## src/rtl/bidl_pkg.sv

```systemverilog
package bidl_pkg;
  typedef enum logic {
    MODE_FIXED = 1'b0,
    MODE_WDOG  = 1'b1
  } bidl_mode_e;
endpackage

```

## src/rtl/bidl_ctrl.sv

```systemverilog
module bidl_ctrl
  import bidl_pkg::*;
(
  input  logic en_i,
  input  logic tick_i,
  input  logic bus_act_i,
  input  logic xfer_busy_i,
  input  logic wdog_mode_i,
  output logic clr_o,
  output logic adv_o
);
  bidl_mode_e mode;
  logic       wd_hold;

  assign mode = bidl_mode_e'(wdog_mode_i);

  // watchdog: idle bus holds at zero, any edge restarts
  always_comb begin
    wd_hold = 1'b0;
    if (mode == MODE_WDOG) wd_hold = !xfer_busy_i || bus_act_i;
  end

  assign clr_o = !en_i || wd_hold;
  assign adv_o = en_i && tick_i && !clr_o;
endmodule

```

## src/rtl/bidl_cnt.sv

```systemverilog
module bidl_cnt #(
  parameter int CNT_W = 10
) (
  input  logic             clk_i,
  input  logic             rst_ni,
  input  logic             clr_i,
  input  logic             adv_i,
  output logic [CNT_W-1:0] cnt_o,
  output logic             wrap_o
);
  localparam logic [CNT_W-1:0] CNT_MAX = '1;

  logic [CNT_W-1:0] cnt_q;

  always_ff @(posedge clk_i or negedge rst_ni) begin
    if (!rst_ni)    cnt_q <= '0;
    else if (clr_i) cnt_q <= '0;
    else if (adv_i) cnt_q <= cnt_q + 1'b1;
  end

  assign cnt_o  = cnt_q;
  assign wrap_o = adv_i && (cnt_q == CNT_MAX);

  a_r7_clear_zeroes: assert property (@(posedge clk_i) disable iff (!rst_ni)
    clr_i |=> cnt_q == '0);

  a_r6_hold_without_tick: assert property (@(posedge clk_i) disable iff (!rst_ni)
    (!clr_i && !adv_i) |=> $stable(cnt_q));
endmodule

```

## src/rtl/bidl_irq.sv

```systemverilog
module bidl_irq (
  input  logic clk_i,
  input  logic rst_ni,
  input  logic en_i,
  input  logic wrap_i,
  input  logic ack_i,
  output logic irq_o
);
  logic irq_q;

  // set beats acknowledge in the same cycle
  always_ff @(posedge clk_i or negedge rst_ni) begin
    if (!rst_ni)     irq_q <= 1'b0;
    else if (!en_i)  irq_q <= 1'b0;
    else if (wrap_i) irq_q <= 1'b1;
    else if (ack_i)  irq_q <= 1'b0;
  end

  assign irq_o = irq_q;

  a_r2_set_on_wrap: assert property (@(posedge clk_i) disable iff (!rst_ni)
    wrap_i |=> irq_q);

  a_r4_sticky: assert property (@(posedge clk_i) disable iff (!rst_ni)
    (en_i && irq_q && !ack_i) |=> irq_q);

  a_r4_ack_clears: assert property (@(posedge clk_i) disable iff (!rst_ni)
    (en_i && ack_i && !wrap_i) |=> !irq_q);

  a_r9_disable_clears_flag: assert property (@(posedge clk_i) disable iff (!rst_ni)
    !en_i |=> !irq_q);
endmodule

```

## src/rtl/bus_idle_timer.sv

```systemverilog
module bus_idle_timer #(
  parameter int CNT_W = 10
) (
  input  logic clk_i,
  input  logic rst_ni,
  input  logic tick_i,
  input  logic bus_act_i,
  input  logic xfer_busy_i,
  input  logic wdog_mode_i,
  input  logic en_i,
  input  logic irq_ack_i,
  output logic irq_o
);
  logic             clr;
  logic             adv;
  logic             wrap;
  logic [CNT_W-1:0] cnt;

  bidl_ctrl u_ctrl (
    .en_i       (en_i),
    .tick_i     (tick_i),
    .bus_act_i  (bus_act_i),
    .xfer_busy_i(xfer_busy_i),
    .wdog_mode_i(wdog_mode_i),
    .clr_o      (clr),
    .adv_o      (adv)
  );

  bidl_cnt #(.CNT_W(CNT_W)) u_cnt (
    .clk_i (clk_i),
    .rst_ni(rst_ni),
    .clr_i (clr),
    .adv_i (adv),
    .cnt_o (cnt),
    .wrap_o(wrap)
  );

  bidl_irq u_irq (
    .clk_i (clk_i),
    .rst_ni(rst_ni),
    .en_i  (en_i),
    .wrap_i(wrap),
    .ack_i (irq_ack_i),
    .irq_o (irq_o)
  );

  a_r8_idle_bus_holds: assert property (@(posedge clk_i) disable iff (!rst_ni)
    (en_i && wdog_mode_i && !xfer_busy_i) |=> (cnt == '0 && !$rose(irq_o)));

  a_r9_disable_clears_cnt: assert property (@(posedge clk_i) disable iff (!rst_ni)
    !en_i |=> cnt == '0);

  a_r10_fixed_ignores_bus: assert property (@(posedge clk_i) disable iff (!rst_ni)
    (en_i && !wdog_mode_i && tick_i) |=> cnt == CNT_W'($past(cnt) + 1'b1));
endmodule

```

## config.mk

```make
export PLATFORM = sky130hd
export DESIGN_NAME = bus_idle_timer
export DESIGN_NICKNAME = d
export VERILOG_FILES = /design/src/rtl/bidl_pkg.sv /design/src/rtl/bidl_ctrl.sv /design/src/rtl/bidl_cnt.sv /design/src/rtl/bidl_irq.sv /design/src/rtl/bus_idle_timer.sv
export SDC_FILE = /design/constraint.sdc
export NUM_CORES = 1
export LEC_CHECK = 0
export ABC_AREA = 1
export BUFFER_PORTS_ARGS = -buffer_cell sky130_fd_sc_hd__buf_4
export CAP_MARGIN = 30
export CORE_AREA = 2 2 39 41
export CTS_BUF_LIST = sky130_fd_sc_hd__clkbuf_4 sky130_fd_sc_hd__clkbuf_8
export DETAILED_ROUTE_END_ITERATION = 8
export DIE_AREA = 0 0 41 43
export GPL_ROUTABILITY_DRIVEN = 0
export PLACE_DENSITY = 0.69
export SYNTH_ARGS = -nofsm -noshare
export SYNTH_HDL_FRONTEND = slang
export SYNTH_SLANG_ARGS = --single-unit
```

## constraint.sdc

```tcl
create_clock -name clk_i -period 2.2 [get_ports clk_i]
set_input_delay 0.33 -clock clk_i [delete_from_list [all_inputs] [get_ports clk_i]]
set_output_delay 0.33 -clock clk_i [all_outputs]
set_load 0.1 [all_outputs]
```

==> impl_metrics.toml <==
[yosys]
synth_cell_types = 18
synth-edff-count = 0
synth_flop_cell = "dfrtp_1"
syn-num-nets = 89
yosys_warnings = 0
synth-simple-area-share_pct = 41.18
synthAdderAreaFrac_pct = 1.961
synth_top_area_share_pct = 43.14
async_reset_ff_share_pct = 100.0
synthTopCellsByArea = "dfrtp_1, nand2_1, inv_1, nor2_1, nand3_1"
synth-seq-cells = 11
synth_most_common_cell = "nand2_1"
synthXorXnorAreaFrac_pct = 0
netlist_area_sq_um = 638.1
syn_avg_cell_area_sq_um = 7.976
synth_compound_area_share_pct = 6.667
synth.area.mux_share_pct = 0
synth_top_family_by_area = "simple AND/OR/NAND/NOR gates"
synth_seq_area_share_pct = 43.14
yosysTopAreaCell = "dfrtp_1"
synthCells = 80
yosys-top-cells-count = "nand2_1, inv_1, dfrtp_1, nor2_1, nand3_1"

[run]
cap_violations = 0

[sta]
max_freq_mhz = 809.8
period_needed_ps = 1235
period_share_pct = 56.13
maxSlewHeadroom_pct = 81.52
setup_ws_ps = 965.1
drv_slew = 0
hold_violations = 0
setup_viol = 0
tightest_slew_ps = 279.5
rsz0062_at_grt = "false"
tns_ps = 0
fin_skew_ps = 5.647

[floorplanning]
fp.dieW_um = 41
start_util_pct = 46.11
die_area_sq_um = 1763
fp-row-count = 14
fp.dieH_um = 43
fp.coreArea_sq_um = 1384
ios = 9

[power]
combinationalPowerShare_pct = 8.2
internal-power_w = 0.0002996
pwr-share-clk_pct = 39.1
p_leak_nw = 0.3731
vdd_drop_max_mv = 0.3629
pwr-share-seq_pct = 52.7
p_switching_w = 0.00008941
p_sw_share_pct = 22.98
powerDensity_nw_per_um2 = 513.0

[place]
place_ws_ps = 980.5
post-dp-hpwl_um = 899.3
port_buffers = 8

[worst_setup_path]
reg2reg_depth = 6
crit_type = "reg -> reg"
cpMaxStageDelayCell = "dfrtp_1"
path_buf_inv = 0
crit_chain = "ha_1, nand2_2, nor2_4, nand3_1, nor2_1, nor2_1"
worstReg2RegEnd = "u_cnt.cnt_o[8]$_DFFE_PN0P_"
crit_path_max_fanout = 4
cp-end-kind = "flip-flop"
start_kind = "flip-flop"
crit_start = "u_cnt.cnt_o[0]$_DFFE_PN0P_"
reg2reg_from = "u_cnt.cnt_o[0]$_DFFE_PN0P_"
r2r_slack_ps = 970
crit_required_ps = 2370
timing.critical_path.mode_cell = "nor2_1"
cp.arrival_ps = 1410
crit_family = "simple AND/OR/NAND/NOR gates"
slowest_delay_ps = 440

[global_routing]
grt_pass1_wl_um = 1987
global_route.overflow_total = 0
grt_max_degree = 12
grt_pass1_vias = 521
grt_antenna_before_repair = 0
track_usage_pct = 16.58

[detailed_routing]
drc = 0
num_vias = 548
drt_iter0_markers = 18
wl_um = 1180
vias_per_cell = 5.028
ant_nets = 0
firstDrtPassIters = 4
wire_per_inst_um = 10.83

[hold_path]
hold_path_class = "in -> reg"
hold_depth = 3
hold-path-endpoint = "u_irq.irq_o$_DFFE_PN0P_"
min_from = "irq_ack_i"

[layout]
drive_above_1_share_pct = 20.43
diodes = 0
nets = 103
area_delta_synth_final_pct = 18.82
n_fill_cell = 128

[clock_tree]
cts.sinks = 11
cts_resized = 0
clk-insertion-delay-late_ps = 280
cts_buffers = 3
root_buffer = "clkbuf_4"
cts_tree = "built"
clockBufferDepth = 2
cts.htree.levels = 1
clkTransAtPathRegs_ps = 70

[status]
status = "finished clean"
## power groups by stage
stage	registers, W	logic, W	clock network, W
final	0.000205	0.0000319	0.000152
after global routing	0.000205	0.0000361	0.000163
after CTS	0.000205	0.0000325	0.000155
after detailed placement	0.000209	0.0000309	0
after global placement	0.000209	0.0000305	0
after floorplan	0.000209	0.0000135	0
## layout make-up
type / count / area [sq um] / share of cell area [%]
Clock buffer: 4 / 30.03 / 3.960
Multi-Input combinational cell: 57 / 317.8 / 41.91
Sequential cell: 11 / 275.3 / 36.30
Tap cell: 16 / 20.02 / 2.640
Timing Repair Buffer: 9 / 70.07 / 9.241
Inverter: 12 / 45.04 / 5.941
## metrics by stage
| step | hold slack (ps) | instance area [sq um] | total power, W | std cells | util, % |
|---|---|---|---|---|---|
| 6_report | 322.7 | 758.2 | 0.0003890 | 109 | 54.79 |
| 5_1_grt | 350.6 | 758.2 | 0.0004041 | 109 | 54.79 |
| 4_1_cts | 325.5 | 758.2 | 0.0003923 | 109 | 54.79 |
| 3_5_place_dp | 171.7 | 718.2 | 0.0002397 | 104 | 51.90 |
| 3_3_place_gp | 170.7 | 718.2 | 0.0002393 | 104 | 51.90 |
| 2_1_floorplan | 34.41 | 638.1 | 0.0002220 | 80 | - |
## layer usage
| layer | GRT usage [%] | wire length (um) | vias to the layer above |
|---|---|---|---|
| met2 | 25.62 | 519 | 18 |
| met4 | 10.00 | 27 | 0 |
| li1 | - | - | 281 |
| met5 | 0 | 0 | - |
| met3 | 3.141 | 87 | 3 |
| met1 | 20.13 | 546 | 246 |
## sequential cells by signal, summed over array words and instances (netlist names)
name         cells
u_cnt.cnt_o     10
u_irq.irq_o      1
## placed cells by master (no fill, tap or decap), types with 2 or more instances in the layout
cell	Yosys	final
nor2_4	2	2
nand4_1	2	2
buf_4	0	8
nand3b_1	2	2
nor3_1	2	2
o21ai_0	3	3
nand3_1	5	5
nor2_1	10	10
a21oi_1	4	4
clkbuf_4	0	4
nand2_1	20	20
dfrtp_1	11	11
inv_1	12	12
## logic make-up (layout without fill, tap and decap cells)
family	after synthesis	after routing
and+or+nand+nor	48	48
AOI/OAI and AO/OA	8	8
buffers and inverters	12	25
DFF	11	11
adders and majority gates	1	1
## worst max path at each step
| stage | endpoint | slack [ps] | depth (start not counted) |
|---|---|---|---|
| global placement | u_cnt.cnt_o[8]$_DFFE_PN0P_ | 990 | 6 |
| floorplan | irq_o | 970 | 0 |
| finish | u_cnt.cnt_o[8]$_DFFE_PN0P_ | 970 | 6 |
| global route | u_cnt.cnt_o[8]$_DFFE_PN0P_ | 860 | 7 |
| detailed placement | u_cnt.cnt_o[8]$_DFFE_PN0P_ | 980 | 6 |
| CTS | irq_o | 960 | 1 |
## timing repair
action	4_1_cts	5_1_grt
endpoints found under the hold margin	11	0
hold buffers	1	0
setup buffers	0	0
## worst min-delay path: stages
cell      delay, ps
buf_4            70
nand3b_1         80
o21ai_0          70
(Power assumes the default switching activity.)
